--- config.mk ---
export PLATFORM = sky130hd
export DESIGN_NAME = phy_irq_agg
export DESIGN_NICKNAME = d
export VERILOG_FILES = /design/src/rtl/phy_irq_pkg.sv /design/src/rtl/phy_irq_evt_map.sv /design/src/rtl/phy_irq_pend.sv /design/src/rtl/phy_irq_line.sv /design/src/rtl/phy_irq_agg.sv
export SDC_FILE = /design/constraint.sdc
export NUM_CORES = 1
export LEC_CHECK = 0
export BUFFER_PORTS_ARGS = -buffer_cell sky130_fd_sc_hd__buf_2
export CORE_MARGIN = 2
export CORE_UTILIZATION = 38
export CTS_CLUSTER_DIAMETER = 50
export DETAILED_ROUTE_END_ITERATION = 10
export GPL_ROUTABILITY_DRIVEN = 0
export GPL_TIMING_DRIVEN = 0
export PLACE_DENSITY = 0.75
export SLEW_MARGIN = 30
export SYNTH_ARGS = -nofsm -noshare
export SYNTH_HDL_FRONTEND = slang
export SYNTH_SLANG_ARGS = --single-unit
--- constraint.sdc ---
create_clock -name clk_i -period 1 [get_ports clk_i]
set_input_delay 0.05 -clock clk_i [delete_from_list [all_inputs] [get_ports clk_i]]
set_output_delay 0.05 -clock clk_i [all_outputs]
set_load 0.1 [all_outputs]
--- src/rtl/phy_irq_pkg.sv ---
package phy_irq_pkg;
  parameter int DATA_W  = 16;
  parameter int ADDR_W  = 5;
  parameter int EVT_N   = 9;
  parameter logic [ADDR_W-1:0] MASK_ADDR = 5'h12;
  parameter logic [ADDR_W-1:0] PEND_ADDR = 5'h13;

  // bit position of event k in the register layout
  function automatic int evt_pos(input int k);
    if (k < 2)       return k;
    else if (k == 2) return 5;
    else             return k + 7;
  endfunction

  function automatic logic [DATA_W-1:0] valid_mask();
    logic [DATA_W-1:0] m;
    m = '0;
    for (int k = 0; k < EVT_N; k++) m[evt_pos(k)] = 1'b1;
    return m;
  endfunction

  function automatic logic [DATA_W-1:0] map_events(input logic [EVT_N-1:0] e);
    logic [DATA_W-1:0] v;
    v = '0;
    for (int k = 0; k < EVT_N; k++) v[evt_pos(k)] = e[k];
    return v;
  endfunction
endpackage

--- src/rtl/phy_irq_evt_map.sv ---
module phy_irq_evt_map
  import phy_irq_pkg::*;
(
  input  logic [EVT_N-1:0]  evt_i,
  output logic [DATA_W-1:0] vec_o
);
  localparam logic [DATA_W-1:0] VALID = valid_mask();

  for (genvar b = 0; b < DATA_W; b++) begin : g_bit
    if (VALID[b]) begin : g_used
      logic hit;
      always_comb begin
        hit = 1'b0;
        for (int k = 0; k < EVT_N; k++)
          if (evt_pos(k) == b) hit = hit | evt_i[k];
      end
      assign vec_o[b] = hit;
    end else begin : g_unused
      assign vec_o[b] = 1'b0;
    end
  end
endmodule

--- src/rtl/phy_irq_pend.sv ---
module phy_irq_pend
  import phy_irq_pkg::*;
(
  input  logic              clk_i,
  input  logic              rst_ni,
  input  logic [DATA_W-1:0] set_i,
  input  logic              ack_i,
  output logic [DATA_W-1:0] pend_o
);
  logic [DATA_W-1:0] pend_q;

  // an ack drops what was read; a same-cycle set survives
  always_ff @(posedge clk_i or negedge rst_ni) begin
    if (!rst_ni)    pend_q <= '0;
    else if (ack_i) pend_q <= set_i;
    else            pend_q <= pend_q | set_i;
  end

  assign pend_o = pend_q;
endmodule

--- src/rtl/phy_irq_line.sv ---
module phy_irq_line
  import phy_irq_pkg::*;
(
  input  logic              clk_i,
  input  logic              rst_ni,
  input  logic [DATA_W-1:0] pend_i,
  input  logic [DATA_W-1:0] mask_i,
  output logic              irq_no
);
  logic active_q;

  always_ff @(posedge clk_i or negedge rst_ni) begin
    if (!rst_ni) active_q <= 1'b0;
    else         active_q <= |(pend_i & mask_i);
  end

  assign irq_no = ~active_q;
endmodule

--- src/rtl/phy_irq_agg.sv ---
module phy_irq_agg
  import phy_irq_pkg::*;
(
  input  logic              clk_i,
  input  logic              rst_ni,
  input  logic [ADDR_W-1:0] reg_addr_i,
  input  logic              reg_wr_i,
  input  logic              reg_rd_i,
  input  logic [DATA_W-1:0] reg_wdata_i,
  output logic [DATA_W-1:0] reg_rdata_o,
  input  logic [EVT_N-1:0]  evt_i,
  output logic              irq_no
);
  localparam logic [DATA_W-1:0] VALID = valid_mask();

  logic [DATA_W-1:0] mask_q;
  logic [DATA_W-1:0] pend;
  logic [DATA_W-1:0] evt_vec;
  logic              sel_mask;
  logic              sel_pend;
  logic              ack;

  assign sel_mask = (reg_addr_i == MASK_ADDR);
  assign sel_pend = (reg_addr_i == PEND_ADDR);
  assign ack      = reg_rd_i & sel_pend;

  always_ff @(posedge clk_i or negedge rst_ni) begin
    if (!rst_ni)                  mask_q <= '0;
    else if (reg_wr_i && sel_mask) mask_q <= reg_wdata_i & VALID;
  end

  phy_irq_evt_map u_map (
    .evt_i (evt_i),
    .vec_o (evt_vec)
  );

  phy_irq_pend u_pend (
    .clk_i  (clk_i),
    .rst_ni (rst_ni),
    .set_i  (evt_vec),
    .ack_i  (ack),
    .pend_o (pend)
  );

  phy_irq_line u_line (
    .clk_i  (clk_i),
    .rst_ni (rst_ni),
    .pend_i (pend),
    .mask_i (mask_q),
    .irq_no (irq_no)
  );

  always_comb begin
    reg_rdata_o = '0;
    if (reg_rd_i) begin
      if (sel_mask)      reg_rdata_o = mask_q;
      else if (sel_pend) reg_rdata_o = pend;
    end
  end
endmodule

---- Word level (Yosys, flattened, before mapping) ----
Index checks and enable logic that the tools add are counted.
storage, ports and cells
  bits in registers ....................... 26
  logic and storage cells ................. 15
cells by class
  equal/unequal tests ..................... 2
  muxes and demuxes ....................... 4
  bitwise operators ....................... 4
  reduce and logical (&&, ||, !) cells .... 2
operator list
  kind                count
  $mux 16             4
  $and 16x16->16      1
  $or 16x16->16       1
  $reduce_or 16->1    1
  $eq 5x5->1 const B  2
  $and 1x1->1         1
  $logic_and 1x1->1   1
  $not 1->1           1

---- Depth between registers and ports, before layout ----
Gate-level depths: netlist (run 1).
  word-level depth ........................ 4
  gate-level depth with buffers ........... 4
  depth with buffers taken out ............ 3

---- Hierarchy ----
From an unflattened synthesis (run 1), not the netlist that was laid out.
unflattened totals
  cells, all modules ...................... 112
  area total of the unflattened synthesis .. 1347.5 um^2
modules (own cells, without submodules)
  module           instances  cells each  area each (um^2)
  phy_irq_agg      1          50          550.5
  phy_irq_pend     1          34          543.0
  phy_irq_line     1          11          130.1
  phy_irq_evt_map  1          17          123.9

---- Worst setup path after synthesis (run 1) ----
Ideal clock, no wire load.
  path kind ............................... input to output
  start point ............................. input reg_addr_i[2]
  end point ............................... output reg_rdata_o[0]
  arrival ................................. 1.415 ns
  path slack .............................. -0.465 ns
  cell stages on the path ................. 4
  path buffers ............................ 1
  cell sequence ........................... and4bb_2 > and3_1 > buf_2 > a22o_1
on the way
  longest elaborated chain between the ends .. 4
  elaborated cells between the ends (all ways) .. 5
  those cells by class .................... eq/ne (2); mux (3)
RTL lines
  what                line               RTL
  start: declaration  phy_irq_agg.sv:6   input logic [ADDR_W-1:0] reg_addr_i,
  $eq 5x5->1          phy_irq_agg.sv:24  assign sel_pend = (reg_addr_i == PEND_ADDR);
  $mux 16             phy_irq_agg.sv:57  else if (sel_pend) reg_rdata_o = pend;
  $mux 16 *           phy_irq_agg.sv:56  if (sel_mask) reg_rdata_o = mask_q;
  $mux 16 *           phy_irq_agg.sv:55  if (reg_rd_i) begin
  end: declaration    phy_irq_agg.sv:10  output logic [DATA_W-1:0] reg_rdata_o,
Mark *: on every way between the ends. The rest lies on a longest branch, timed or not.

---- Final worst setup path (run 1) ----
  start point ............................. register u_pend.pend_q[10], in the netlist u_pend.pend_o[10]
  end point ............................... register u_line.active_q
on the way
  longest elaborated chain between the ends .. 2
RTL lines
  what                      line                RTL
  start: declaration        phy_irq_pend.sv:10  logic [DATA_W-1:0] pend_q;
  start signal: assignment  phy_irq_pend.sv:15  else if (ack_i) pend_q <= set_i;
  start signal: assignment  phy_irq_pend.sv:16  else pend_q <= pend_q | set_i;
  $and 16x16->16            phy_irq_line.sv:14  else active_q <= |(pend_i & mask_i);
  $reduce_or 16->1          phy_irq_line.sv:14
  end signal: assignment    phy_irq_line.sv:14
  end: declaration          phy_irq_line.sv:10  logic active_q;
No other way between the ends.
A chain may end at the register's enable or synchronous reset.

==> out/metrics.csv, run 1 <==
stage;metric;value;unit
power_and_ir_drop;p_leak;0.8334;nW
place;portBuffers;36;
timing;fin_crit_sh;1.214;
synth;synthCells;69;
synth;yosysMostFrequentCell;dfrtp_1;
power_and_ir_drop;power;1.989;mW
floorplanning;ioPinCount;51;
clock_tree;clockBufferDepth;2;
synth;synth_top_family_by_area;compound AO/OA/AOI/OAI gates;
global_route;grt_max_degree;20;
synth;netlist_area;904.6;um2
clock_tree;numCtsBuffers;3;
routing;vias;909;
clock_tree;insertion_delay;300;ps
cells_and_area;final_area;0.001782;mm2
clock_tree;h-tree-depth;1;
power_and_ir_drop;p_sw_frac;0.3369;
synth;synthTopCellsByArea;dfrtp_1 (53%), mux2_2 (11%), a22o_1 (9.7%);
power_and_ir_drop;sequentialPowerShare;0.464;
worst_setup_path;start_kind;register;
worst_setup_path;cp-end-kind;register;
synth;netlist_top_cells_count;dfrtp_1 (19), a22o_1 (10), a21o_1 (9), mux2_2 (9), buf_4 (7);
floorplanning;dieHeight;52.79;um
routing;drc;0;
timing;skew;10.75;ps
global_route;grt_overflow;0;
routing;ant_nets;0;
worst_setup_path;r2r_end;u_line.active_q;
place;postPlaceCellArea;0.001249;mm2
routing;wl_per_cell;16.58;um
cells_and_area;drive_gt1_frac;0.6053;
synth;ys_ff_latch;19;
synth;synth_ff_type;dfrtp_1;
synth;yosys.area_share.xor_xnor;0;
power_and_ir_drop;p_comb_frac;0.338;
synth;synthMuxAreaShare;0.1120;
timing;final_hold_viol_count;0;
cells_and_area;fillers;115;
worst_setup_path;crit_type;reg2reg;
floorplanning;die_w;52.79;um
synth;synth_cell_types;18;
clock_tree;clk_pin_slew;120;ps
place;pre_cts_ws;-451.6;ps
power_and_ir_drop;ir_drop;1043;uV
floorplanning;dieArea;0.002787;mm2
synth;ys_seq_area_frac;0.5256;
clock_tree;tritoncts;built;
synth;yosysWarnings;0;
timing;slew_viol_final;0;
worst_setup_path;reg2reg_depth;4;
global_route;grtUsageTotal;0.2598;
cells_and_area;fin_nets;187;
routing;initialDrtViolationCount;13;
synth;synth_largest_area_cell;dfrtp_1;
timing;min_period;1214;ps
run_status;status;complete, but fails checks;
routing;wl;2.984;mm
flow_run;maxCapViolCount;0;
floorplanning;num_rows;17;
power_and_ir_drop;powerDensity;1117;mW/mm2
place;dp_hpwl;1.454;mm
worst_setup_path;crit_fanout;2;
timing;max_clock_freq;823.6;MHz
worst_setup_path;setup.worst_path.start;u_pend.pend_o[10];
worst_setup_path;crit_required;1180;ps
global_route;antenna_found_initial;0;
cells_and_area;diodes;0;
worst_setup_path;r2r_start;u_pend.pend_o[10];
synth;yosys.area_share.simple;0.08437;
hold_path;hold_class;in2async;
run_status;failed_checks;negative setup slack;
power_and_ir_drop;pwr-share-clk;0.198;
power_and_ir_drop;p_sw;0.6701;mW
routing;routed_via_density;5.050;
synth;synth_compound_area_frac;0.2006;
synth;synth_top_cell_area_share;0.5256;
floorplanning;start_util;0.4050;
timing;final.setup.tns;-1970;ps
timing;hold_ws;202.5;ps
synth;postSynthAreaPerCell;13.11;um2
global_route;grt_pass1_wl;5.092;mm
power_and_ir_drop;internal-power;1.319;mW
cells_and_area;syn_to_final_growth;96.96;%
global_route;grt_pass1_vias;1054;
clock_tree;cts_sinks;19;
synth;synthArstFlopShare;1.000;
timing;worst_slack;-214.2;ps
worst_setup_path;r2r_slack;-210;ps
routing;drt_pass1_iterations;4;
synth;synth-edff-count;0;
timing;rsz0062_at_grt;true;
floorplanning;core_area;0.002233;mm2
timing;finalSetupViolations;10;
clock_tree;root_buffer;clkbuf_4;
synth;synthAdderAreaFrac;0;
worst_setup_path;cp.arrival;1400;ps
==> power groups by stage <==
stage / sequential (mW) / clock [mW] / combinational (mW)
detailed placement: 0.945 / 0 / 0.455
floorplan: 0.927 / 0 / 0.368
global route: 0.936 / 0.434 / 0.706
finish: 0.924 / 0.394 / 0.671
CTS: 0.917 / 0.388 / 0.645
global placement: 0.940 / 0 / 0.450
==> worst max-delay path: stages (launching register included) <==
cell and delay [ps]:
dfrtp_1 420, buf_4 150, a22o_1 230, a221oi_2 190, nand3_1 100
==> what timing repair did <==
| item | CTS | global route |
|---|---|---|
| setup buffers | 17 | 0 |
| hold buffers | 19 | 0 |
| resized for setup | 48 | 0 |
| setup endpoints to repair | 20 | 11 |
| cloned | 1 | 0 |
| hold endpoints to repair | 37 | 0 |
| pin swaps | 11 | 4 |
==> placed cells by master (no fill, tap or decap), types with 2 or more instances in the layout <==
| master | n |
|---|---|
| a21o_1 | 9 |
| a22o_4 | 9 |
| buf_12 | 10 |
| buf_2 | 22 |
| buf_4 | 24 |
| buf_6 | 6 |
| clkbuf_4 | 3 |
| conb_1 | 7 |
| dfrtp_1 | 19 |
| dlygate4sd3_1 | 19 |
| mux2_2 | 9 |
| nand3_1 | 2 |
==> metrics by stage <==
| stage | instances | util |
|---|---|---|
| floorplan | 75 | - |
| global placement | 139 | 0.5591 |
| detailed placement | 139 | 0.5591 |
| CTS | 180 | 0.7978 |
| global route | 180 | 0.7978 |
| finish | 180 | 0.7978 |
==> cells by family after synthesis <==
kind of cell,Yosys count
AOI/OAI and AO/OA,22
buffers and inverters,10
DFF,19
muxes,9
other,1
and+or+nand+nor,8
==> registers in the layout, indices dropped and copies added (netlist names) <==
name	count
mask_q	9
u_line.active_q	1
u_pend.pend_o	9
==> worst max path at each step <==
stage / end / slack [ps]
finish: u_line.active_q / -210
global route: u_line.active_q / -270
CTS: reg_rdata_o[1] / -190
detailed placement: mask_q[12] / -450
global placement: mask_q[10] / -440
floorplan: mask_q[0] / -110
==> layer usage <==
layer | part of all wire | global-route usage
met2 | 0.50 | 0.4292
met4 | 0.016 | 0.08974
met3 | 0.060 | 0.06286
met1 | 0.42 | 0.3303
met5 | 0 | 0
==> layout make-up <==
cell class	count	area [um2]	share of cell area
Multi-Input combinational cell	46	476.7	0.2676
Clock inverter	1	5.005	0.002809
Buffer	9	78.83	0.04424
Timing Repair Buffer	73	684.4	0.3841
Sequential cell	19	475.5	0.2669
Inverter	1	3.754	0.002107
Tap cell	28	35.03	0.01966
Clock buffer	3	22.52	0.01264
(Power assumes the default switching activity.)
==> run 2: changes to the inputs <==
--- a/config.mk
+++ b/config.mk
@@ -5,14 +5,16 @@
 export SDC_FILE = /design/constraint.sdc
 export NUM_CORES = 1
 export LEC_CHECK = 0
+export ABC_AREA = 1
 export BUFFER_PORTS_ARGS = -buffer_cell sky130_fd_sc_hd__buf_2
-export CORE_MARGIN = 2
-export CORE_UTILIZATION = 38
+export CAP_MARGIN = 20
+export CORE_MARGIN = 3
+export CORE_UTILIZATION = 41
 export CTS_CLUSTER_DIAMETER = 50
 export DETAILED_ROUTE_END_ITERATION = 10
 export GPL_ROUTABILITY_DRIVEN = 0
 export GPL_TIMING_DRIVEN = 0
-export PLACE_DENSITY = 0.75
+export PLACE_DENSITY = 0.76
 export SLEW_MARGIN = 30
 export SYNTH_ARGS = -nofsm -noshare
 export SYNTH_HDL_FRONTEND = slang
==> out/metrics.csv, run 2 <==
stage;metric;value;unit
clock_tree;root_buffer;clkbuf_4;
hold_path;hold_class;in2reg;
power_and_ir_drop;sequentialPowerShare;0.397;
routing;vias;1325;
synth;netlist_top_cells_count;nand2_1 (46), dfrtp_1 (19), o21ai_0 (16);
cells_and_area;instances_no_fill;250;
synth;synthTopCellsByArea;dfrtp_1 (43%), nand2_1 (16%), o21ai_0 (7.2%);
place;postPlaceCellArea;0.001480;mm2
synth;synthCells;137;
place;pre_cts_ws;-409.5;ps
floorplanning;dieHeight;58.12;um
run_status;status;complete, but fails checks;
timing;fin_crit_sh;1.184;
cells_and_area;final_cell_mix;nand2_1 (35), buf_4 (25), buf_2 (23), dfrtp_1 (19), dlygate4sd3_1 (15);
run_status;failed_checks;negative setup slack;
cells_and_area;layout_commonest_cell;nand2_1;
routing;drt_pass1_iterations;6;
place;dp_hpwl;2.188;mm
flow_run;maxCapViolCount;0;
synth;yosysWarnings;0;
synth;netlist_area;0.001114;mm2
synth;yosysMostFrequentCell;nand2_1;
global_route;grt_max_degree;20;
global_route;grt_pass1_wl;5.637;mm
clock_tree;tritoncts;built;
global_route;grt_overflow;0;
power_and_ir_drop;p_sw_frac;0.3834;
synth;synth_top_cell_area_share;0.4270;
cells_and_area;final_area;0.002111;mm2
worst_setup_path;start_kind;register;
synth;postSynthAreaPerCell;8.128;um2
clock_tree;h-tree-depth;1;
floorplanning;num_rows;18;
power_and_ir_drop;pwr-share-clk;0.176;
floorplanning;die_w;58.12;um
routing;wl;3.902;mm
place;portBuffers;34;
floorplanning;ioPinCount;51;
worst_setup_path;cp-end-kind;output pin;
worst_setup_path;cp.arrival;1130;ps
clock_tree;clockBufferDepth;2;
synth;synth_cell_types;23;
worst_setup_path;crit_required;950;ps
timing;finalSetupViolations;10;
worst_setup_path;crit_fanout;2;
cells_and_area;diodes;0;
clock_tree;cts_sinks;19;
clock_tree;clk_pin_slew;120;ps
place;dp.cells;207;
synth;ys_ff_latch;19;
clock_tree;insertion_delay;300;ps
power_and_ir_drop;p_sw;0.8754;mW
power_and_ir_drop;internal-power;1.408;mW
cells_and_area;syn_to_final_growth;89.55;%
routing;routed_via_density;5.300;
synth;synth_ff_type;dfrtp_1;
cells_and_area;drive_gt1_frac;0.5182;
timing;worst_slack;-184.4;ps
global_route;grtUsageTotal;0.2178;
worst_setup_path;crit_type;reg2out;
global_route;grt_pass1_vias;1303;
timing;rsz0062_at_grt;true;
synth;synthArstFlopShare;1.000;
floorplanning;core_area;0.002522;mm2
floorplanning;dieArea;0.003377;mm2
power_and_ir_drop;p_comb_frac;0.427;
clock_tree;numCtsBuffers;3;
timing;hold_ws;8.297;ps
power_and_ir_drop;p_leak;0.9545;nW
timing;min_period;1184;ps
routing;wl_per_cell;15.61;um
synth;synth-edff-count;0;
synth;synth_largest_area_cell;dfrtp_1;
timing;max_clock_freq;844.3;MHz
synth;ys_seq_area_frac;0.4270;
power_and_ir_drop;ir_drop;1200;uV
timing;skew;8.163;ps
routing;drc;0;
global_route;antenna_found_initial;0;
routing;ant_nets;0;
power_and_ir_drop;powerDensity;1082;mW/mm2
timing;final_hold_viol_count;0;
floorplanning;start_util;0.4415;
timing;slew_viol_final;0;
cells_and_area;fin_nets;255;
routing;initialDrtViolationCount;62;
## run 2: cell count changes in the layout (fill, tap and decap cells not counted), sizes merged, moves of 4 or more
cell / before / now
nand2: 1 / 49
o21ai: 0 / 18
inv: 1 / 12
a22o: 10 / 0
nand4: 0 / 10
a21o: 9 / 0
mux2: 9 / 0
nand3: 2 / 11
buf: 63 / 67
dlygate4sd3: 19 / 15
nor2: 0 / 4
## run 2: worst paths after layout
kind,cells past startpoint,slack [ps],end,from
hold reg to reg,3,600,mask_q[14],mask_q[14]
setup reg to reg,5,-70,u_line.active_q,u_pend.pend_o[13]
hold / removal,3,8,mask_q[0],reg_wdata_i[0]
setup / recovery,3,-180,reg_rdata_o[11],u_pend.pend_o[11]
min in group asynchronous,2,220,u_pend.pend_o[13],rst_ni
max in group asynchronous,2,470,u_pend.pend_o[14],rst_ni
## run 2: stage by stage
stage	setup TNS, ps	total power [mW]	utilization
after global routing	-1908	2.372	0.8368
after floorplan	-736.8	1.397	-
after global placement	-3127	1.518	0.5868
final	-1496	2.283	0.8368
after CTS	-1296	2.156	0.7951
after detailed placement	-3453	1.539	0.5868
## run 2: what timing repair did
| item | CTS | global route |
|---|---|---|
| hold buffers | 13 | 2 |
| hold endpoints to repair | 31 | 2 |
| gates resized for setup | 54 | 17 |
| gates cloned | 2 | 0 |
| setup buffers | 20 | 5 |
| endpoints found under the setup margin | 10 | 11 |
| pin swaps | 12 | 5 |
## run 2: cells by family (layout without fill, tap and decap cells)
| group | Yosys count | count (layout) | share of synthesized area |
|---|---|---|---|
| and+or+nand+nor | 74 | 76 | 0.3461 |
| buffers and inverters | 24 | 99 | 0.1348 |
| AOI/OAI and AO/OA | 19 | 19 | 0.08876 |
| DFF | 19 | 19 | 0.4270 |
| other | 1 | 7 | 0.003368 |
## run 2: power by group through the flow
stage | registers [mW] | logic (mW) | clock network (mW)
finish | 0.905 | 0.976 | 0.402
global route | 0.912 | 1.03 | 0.430
CTS | 0.900 | 0.859 | 0.398
detailed placement | 0.926 | 0.613 | 0
global placement | 0.921 | 0.597 | 0
floorplan | 0.907 | 0.490 | 0
## run 2: layout make-up
| class | instances | area, um2 |
|---|---|---|
| Sequential cell | 19 | 475.5 |
| Inverter | 13 | 66.31 |
| Fill cell | 129 | 411.6 |
| Tap cell | 30 | 37.54 |
| Clock buffer | 3 | 22.52 |
| Multi-Input combinational cell | 102 | 745.7 |
| Clock inverter | 1 | 5.005 |
| Buffer | 11 | 101.3 |
| Timing Repair Buffer | 71 | 656.9 |
## run 2: worst max-delay path, stage by stage (launching register included)
cell and delay [ps]:
dfrtp_1 400, nand3_1 140, o21ai_4 110, buf_12 190
## run 2: metal layers
layer	up-vias	share of wire	global-route usage
met3	18	0.074	0.03118
li1	604	-	-
met2	76	0.54	0.4194
met4	0	0.034	0.07285
met5	-	0	0
met1	627	0.35	0.2406
